**src/rtl/tsc_pkg.sv**
```systemverilog
package tsc_pkg;
  localparam int BUS_W   = 32;
  localparam int WIDX_W  = 10;

  // word indices (byte offset / 4)
  localparam logic [WIDX_W-1:0] W_CTRL      = 10'h000;
  localparam logic [WIDX_W-1:0] W_STAT      = 10'h001;
  localparam logic [WIDX_W-1:0] W_CNT_LO    = 10'h002;
  localparam logic [WIDX_W-1:0] W_CNT_HI    = 10'h003;
  localparam logic [WIDX_W-1:0] W_SCALE     = 10'h004;
  localparam logic [WIDX_W-1:0] W_CAPS      = 10'h007;
  localparam logic [WIDX_W-1:0] W_SCALE_ALT = 10'h034;
  localparam logic [WIDX_W-1:0] W_SCALE_2ND = 10'h035;
  localparam logic [WIDX_W-1:0] W_ID_FIRST  = 10'h3F4;
  localparam logic [WIDX_W-1:0] W_STS_LO    = 10'h000;
  localparam logic [WIDX_W-1:0] W_STS_HI    = 10'h001;

  localparam logic [BUS_W-1:0] CAPS_VALUE   = 32'h0002_0001;
  localparam logic [BUS_W-1:0] SCALE_RESET  = 32'h0100_0000;

  typedef struct packed {
    logic err_dis;
    logic irq_mask;
    logic scale_on;
    logic dbg_halt;
    logic run;
  } ctrl_t;

  // identification byte for slot 0..11 of the ID block
  function automatic logic [7:0] id_byte(input logic [3:0] slot, input logic status_frame);
    case (slot)
      4'd0:    id_byte = 8'h04;
      4'd4:    id_byte = status_frame ? 8'hBB : 8'hBA;
      4'd5:    id_byte = 8'hB0;
      4'd6:    id_byte = 8'h0B;
      4'd8:    id_byte = 8'h0D;
      4'd9:    id_byte = 8'hF0;
      4'd10:   id_byte = 8'h05;
      4'd11:   id_byte = 8'hB1;
      default: id_byte = 8'h00;
    endcase
  endfunction
endpackage

```
**src/rtl/tsc_accum.sv**
```systemverilog
module tsc_accum #(
  parameter int DATA_W = 32,
  parameter int FRAC_W = 24
) (
  input  logic              clk,
  input  logic              rst,
  input  logic              tick,
  input  logic              run,
  input  logic              scale_on,
  input  logic [DATA_W-1:0] scale,
  input  logic              wr_lo,
  input  logic              wr_hi,
  input  logic [DATA_W-1:0] wdata,
  output logic [2*DATA_W-1:0] count
);
  localparam int INT_W = 2 * DATA_W;
  localparam int ACC_W = INT_W + FRAC_W;

  logic [ACC_W-1:0] acc;
  logic [ACC_W-1:0] step;

  always_comb begin
    if (scale_on) step = ACC_W'(scale);
    else          step = ACC_W'(1) << FRAC_W;
  end

  // count writes win over a coincident tick; they also drop the fraction
  always_ff @(posedge clk) begin
    if (rst) begin
      acc <= '0;
    end else if (wr_lo || wr_hi) begin
      acc[FRAC_W-1:0] <= '0;
      if (wr_lo) acc[FRAC_W +: DATA_W]          <= wdata;
      if (wr_hi) acc[FRAC_W + DATA_W +: DATA_W] <= wdata;
    end else if (tick && run) begin
      acc <= acc + step;
    end
  end

  assign count = acc[ACC_W-1 -: INT_W];
endmodule

```
**src/rtl/tsc_regs.sv**
```systemverilog
module tsc_regs
  import tsc_pkg::*;
#(
  parameter int DATA_W = 32
) (
  input  logic                clk,
  input  logic                rst,
  input  logic                sel_ctl,
  input  logic                sel_sts,
  input  logic                wr,
  input  logic                rd,
  input  logic [WIDX_W-1:0]   widx,
  input  logic [DATA_W-1:0]   wdata,
  input  logic [2*DATA_W-1:0] count,
  output ctrl_t               ctrl,
  output logic [DATA_W-1:0]   scale,
  output logic                wr_lo,
  output logic                wr_hi,
  output logic [DATA_W-1:0]   rdata,
  output logic                rvalid
);
  localparam int CTRL_W = $bits(ctrl_t);

  logic              ctl_wr;
  logic              id_hit;
  logic [3:0]        id_slot;
  logic [DATA_W-1:0] rd_mux;

  assign ctl_wr  = sel_ctl && wr;
  assign wr_lo   = ctl_wr && (widx == W_CNT_LO);
  assign wr_hi   = ctl_wr && (widx == W_CNT_HI);
  assign id_hit  = (widx >= W_ID_FIRST);
  assign id_slot = 4'(widx - W_ID_FIRST);

  always_ff @(posedge clk) begin
    if (rst) begin
      ctrl  <= '0;
      scale <= DATA_W'(SCALE_RESET);
    end else if (ctl_wr) begin
      if (widx == W_CTRL) ctrl <= ctrl_t'(wdata[CTRL_W-1:0]);
      if (widx == W_SCALE || widx == W_SCALE_ALT) scale <= wdata;
    end
  end

  always_comb begin
    rd_mux = '0;
    if (sel_ctl) begin
      if (id_hit) rd_mux = DATA_W'(id_byte(id_slot, 1'b0));
      else begin
        case (widx)
          W_CTRL:      rd_mux = DATA_W'(ctrl);
          W_CNT_LO:    rd_mux = count[DATA_W-1:0];
          W_CNT_HI:    rd_mux = count[2*DATA_W-1:DATA_W];
          W_SCALE,
          W_SCALE_ALT: rd_mux = scale;
          W_CAPS:      rd_mux = DATA_W'(CAPS_VALUE);
          default:     rd_mux = '0;
        endcase
      end
    end else if (sel_sts) begin
      if (id_hit) rd_mux = DATA_W'(id_byte(id_slot, 1'b1));
      else begin
        case (widx)
          W_STS_LO: rd_mux = count[DATA_W-1:0];
          W_STS_HI: rd_mux = count[2*DATA_W-1:DATA_W];
          default:  rd_mux = '0;
        endcase
      end
    end
  end

  always_ff @(posedge clk) begin
    if (rst) begin
      rdata  <= '0;
      rvalid <= 1'b0;
    end else begin
      rvalid <= rd && (sel_ctl || sel_sts);
      if (rd && (sel_ctl || sel_sts)) rdata <= rd_mux;
    end
  end
endmodule

```
**src/rtl/tstamp_counter.sv**
```systemverilog
module tstamp_counter
  import tsc_pkg::*;
#(
  parameter int FRAC_W = 24
) (
  input  logic        clk,
  input  logic        rst,
  input  logic        tick,
  input  logic        ctl_sel,
  input  logic        sts_sel,
  input  logic        wr_en,
  input  logic        rd_en,
  input  logic [11:0] addr,
  input  logic [31:0] wdata,
  output logic [31:0] rdata,
  output logic        rvalid,
  output logic [63:0] count_o
);
  ctrl_t       ctrl;
  logic [31:0] scale;
  logic        wr_lo;
  logic        wr_hi;
  logic        ctl_en;
  logic        ctl_scen;

  assign ctl_en   = ctrl.run;
  assign ctl_scen = ctrl.scale_on;

  tsc_regs #(.DATA_W(BUS_W)) u_regs (
    .clk     (clk),
    .rst     (rst),
    .sel_ctl (ctl_sel),
    .sel_sts (sts_sel),
    .wr      (wr_en),
    .rd      (rd_en),
    .widx    (addr[11:2]),
    .wdata   (wdata),
    .count   (count_o),
    .ctrl    (ctrl),
    .scale   (scale),
    .wr_lo   (wr_lo),
    .wr_hi   (wr_hi),
    .rdata   (rdata),
    .rvalid  (rvalid)
  );

  tsc_accum #(.DATA_W(BUS_W), .FRAC_W(FRAC_W)) u_accum (
    .clk      (clk),
    .rst      (rst),
    .tick     (tick),
    .run      (ctl_en),
    .scale_on (ctl_scen),
    .scale    (scale),
    .wr_lo    (wr_lo),
    .wr_hi    (wr_hi),
    .wdata    (wdata),
    .count    (count_o)
  );
endmodule

```
**config.mk**
```make
export PLATFORM = sky130hd
export DESIGN_NAME = tstamp_counter
export DESIGN_NICKNAME = d
export VERILOG_FILES = /design/src/rtl/tsc_pkg.sv /design/src/rtl/tsc_accum.sv /design/src/rtl/tsc_regs.sv /design/src/rtl/tstamp_counter.sv
export SDC_FILE = /design/constraint.sdc
export NUM_CORES = 1
export LEC_CHECK = 0
export BUFFER_PORTS_ARGS = -buffer_cell sky130_fd_sc_hd__buf_2
export CAP_MARGIN = 30
export CORE_UTILIZATION = 50
export DETAILED_ROUTE_END_ITERATION = 7
export PLACE_DENSITY = 0.71
export SYNTH_ARGS = -nofsm -noshare
export SYNTH_HDL_FRONTEND = slang
export SYNTH_HIERARCHICAL = 1
export SYNTH_SLANG_ARGS = --single-unit
```
**constraint.sdc**
```tcl
create_clock -name clk -period 4.2 [get_ports clk]
set_input_delay 0.42 -clock clk [delete_from_list [all_inputs] [get_ports clk]]
set_output_delay 0.42 -clock clk [all_outputs]
set_load 0.01 [all_outputs]
```
==> flow_summary.ini <==
[status]
outcome = finished, final reports clean

[timing]
clock.fmax_ghz = 0.264
hold_viol = 0
rsz0062_at_grt = no
period_share_pct = 90.3
setup_violations = 0
fin_crit_ns = 3.79
worst_pin_slew_ns = 1.03
maxSlewViolCount = 0
finClkSkew_ns = 0.0127
fin_tns_setup_ns = 0
slew_headroom_pct = 31.1

[synth]
synth-adder-area-share_pct = 3.91
yosysSeqAreaShare_pct = 27.0
synth_cell_types = 89
synth_top_family_by_area = compound AO/OA/AOI/OAI gates
ys_ff_latch = 158
synth_xor_area_share_pct = 2.25
synth_compound_area_share_pct = 30.4
synth_ff_type = dfxtp_1
async_reset_ff_share_pct = 0
synth_cells = 1522
syn_avg_cell_area_um2 = 7.69
mappedNetlistArea_mm2 = 0.0117
yosys.area_share.simple_pct = 24.6
synth_edf_count = 0
yosysWarnings = 6
mappedNetlistNets = 1609
synthMuxAreaShare_pct = 3.62

[cts]
cts_setup_buffers = 0
root_buffer = clkbuf_16
cts_resized = 0
clock_latency_ns = 0.44
numCtsBuffers = 17
hold_buffers = 0
cts-htree-levels = 4
clock-sinks = 158
cts_buffer_depth = 2
path_clk_slew_ns = 0.07
cts_tree = built

[power_and_ir_drop]
finalPower_mw = 3.24
p_leak_nw = 4.73
p_per_area_mw_per_mm2 = 252
ir_drop_v = 0.000242

[floorplanning]
dieArea_mm2 = 0.0240
pin_count = 148
coreArea_mm2 = 0.0228
initial_core_util_pct = 51.4
fp-row-count = 55
die_x_um = 155
die_h_um = 155

[cells_and_area]
antennaDiodeCount = 0
nNetsFinal = 1661
num-fill-cells = 2183
syn2layout_area_growth_pct = 9.95
layout.cells.non_filler = 1900
layout-drive-gt1-share_pct = 17.3

[routing]
wl_per_cell_um = 26.4
dr.first_iter.drc_count = 1670
via_per_inst = 6.77
first_pass_iters = 7
wirelength_mm = 50.2
drc_errors = 0
ant_nets = 0
vias = 12900

[worst_hold_path]
hold_class = in2reg

[setup_path]
crit_slowest_cell = a2111oi_4
path_cells = buf_4, and2_1, ha_1, nand2_1, o21ai_1, a22oi_1, o31a_1, a21o_1, a2111oi_4, and4_1, o211ai_1
crit_path_max_fanout = 30
cpPeakStageDelay_ns = 0.78
arrival_ns = 4.11
endpoint_kind = register
crit_path_start_kind = register
crit_type = reg2reg
required_ns = 4.52

[placed_design]
gp_congestion = 1.03
place_inst = 1867
io_buffers = 145
dp_hpwl_mm = 38.0

[global_route]
grt_pass1_vias = 11700
antenna_found_initial = 0
grt_usage_pct = 41.3
grt_overflow = 0
grt_max_degree = 49
grt_pass1_wl_mm = 74.2

[run]
drv_cap = 0
cell usage after synthesis (all sizes together) (24+ instances only):
master / n / share of area, %
clkbuf: 68 / 2.2
mux2i: 39 / 3.3
dfxtp: 158 / 27
nand4: 31 / 1.7
a221oi: 32 / 3.4
a22oi: 32 / 2.1
and2: 38 / 2.0
buf: 89 / 5.3
nand2: 234 / 7.5
nor3: 30 / 1.4
nor2: 87 / 2.8
a21oi: 129 / 5.5
nand3: 54 / 2.3
xnor2: 24 / 1.8
ha: 35 / 3.7
a21boi: 25 / 1.6
o2bb2ai: 29 / 2.2
o21ai: 61 / 2.6
a211oi: 25 / 1.6
registers in the layout (all words and copies together) (netlist names):
| register | flops |
|---|---|
| u_accum/acc | 88 |
| u_regs/rdata | 32 |
| u_regs/scale | 32 |
| u_regs/ctrl | 5 |
| u_regs/rvalid | 1 |
critical path, delay by kind of cell (launching register included):
family	cells	cell delay, ns
AO/OA/AOI/OAI	6	2.13
adder cells (fa/ha/maj)	1	0.36
flip-flops	1	0.34
buffers and inverters	1	0.24
AND/OR/NAND/NOR	3	0.60
cell families (layout without fill, tap and decap cells):
family | count (synthesis) | count (layout)
AND/OR/NAND/NOR | 586 | 586
AO/OA/AOI/OAI | 490 | 490
buffers and inverters | 180 | 245
flip-flops | 158 | 158
multiplexers | 42 | 42
adder cells (fa/ha/maj) | 36 | 36
XOR/XNOR | 30 | 30
cell type report:
class                      count  area (um2)  area share, %
multi-input combinational   1184        7600           59.1
sequential                   158        3160           24.6
timing repair buffer         190        1070           8.34
clock buffer                  18         429           3.34
tap                          313         392           3.04
clock inverter                14         124          0.963
inverter                      23        86.3          0.671
cell usage in the layout (no fill, tap or decap), types with 29 or more instances in the layout:
| cell | synthesis | final |
|---|---|---|
| dfxtp_1 | 158 | 158 |
| buf_4 | 65 | 45 |
| a21oi_1 | 129 | 129 |
| nand4_1 | 31 | 31 |
| o2bb2ai_1 | 29 | 29 |
| mux2i_1 | 39 | 39 |
| buf_2 | 15 | 144 |
| o21ai_0 | 57 | 57 |
| nand3_1 | 54 | 54 |
| nor2_1 | 87 | 85 |
| ha_1 | 35 | 35 |
| a22oi_1 | 32 | 32 |
| nand2_1 | 234 | 234 |
| and2_1 | 38 | 38 |
per-stage QoR:
step / instance area (um2) / util (%) / setup slack, ns / hold slack (ns)
floorplan: 11700 / - / 1.20 / 0.436
global placement: 12300 / 54.0 / 0.551 / 0.444
detailed placement: 12300 / 54.0 / 0.533 / 0.452
CTS: 12900 / 56.4 / 0.505 / 0.228
global route: 12900 / 56.5 / 0.148 / 0.237
finish: 12900 / 56.5 / 0.406 / 0.238
layer usage:
layer  up-vias  part of all wire, %  global-route usage [%]
li1       5743                    -                       -
met1      6169                   43                    58.0
met2       861                   43                    61.2
met3        82                   12                    10.5
met4         0                  2.5                    13.4
met5         -                    0                       0
worst paths after layout:
check,from,end,slack [ns],cells after the start
setup / recovery,u_regs/ctrl[2],u_accum/acc[72],0.41,11
hold / removal,wdata[26],u_accum/acc[50],0.24,2
setup reg to reg,u_regs/ctrl[2],u_accum/acc[72],0.41,11
hold reg to reg,u_accum/acc[13],u_accum/acc[13],0.46,2
power breakdown:
part / internal (mW) / switching [mW]
Combinational: 0.0564 / 0.142
Clock: 0.781 / 0.754
Sequential: 1.50 / 0.00473
Total: 2.34 / 0.901
Power figures use the tool's default switching activity.
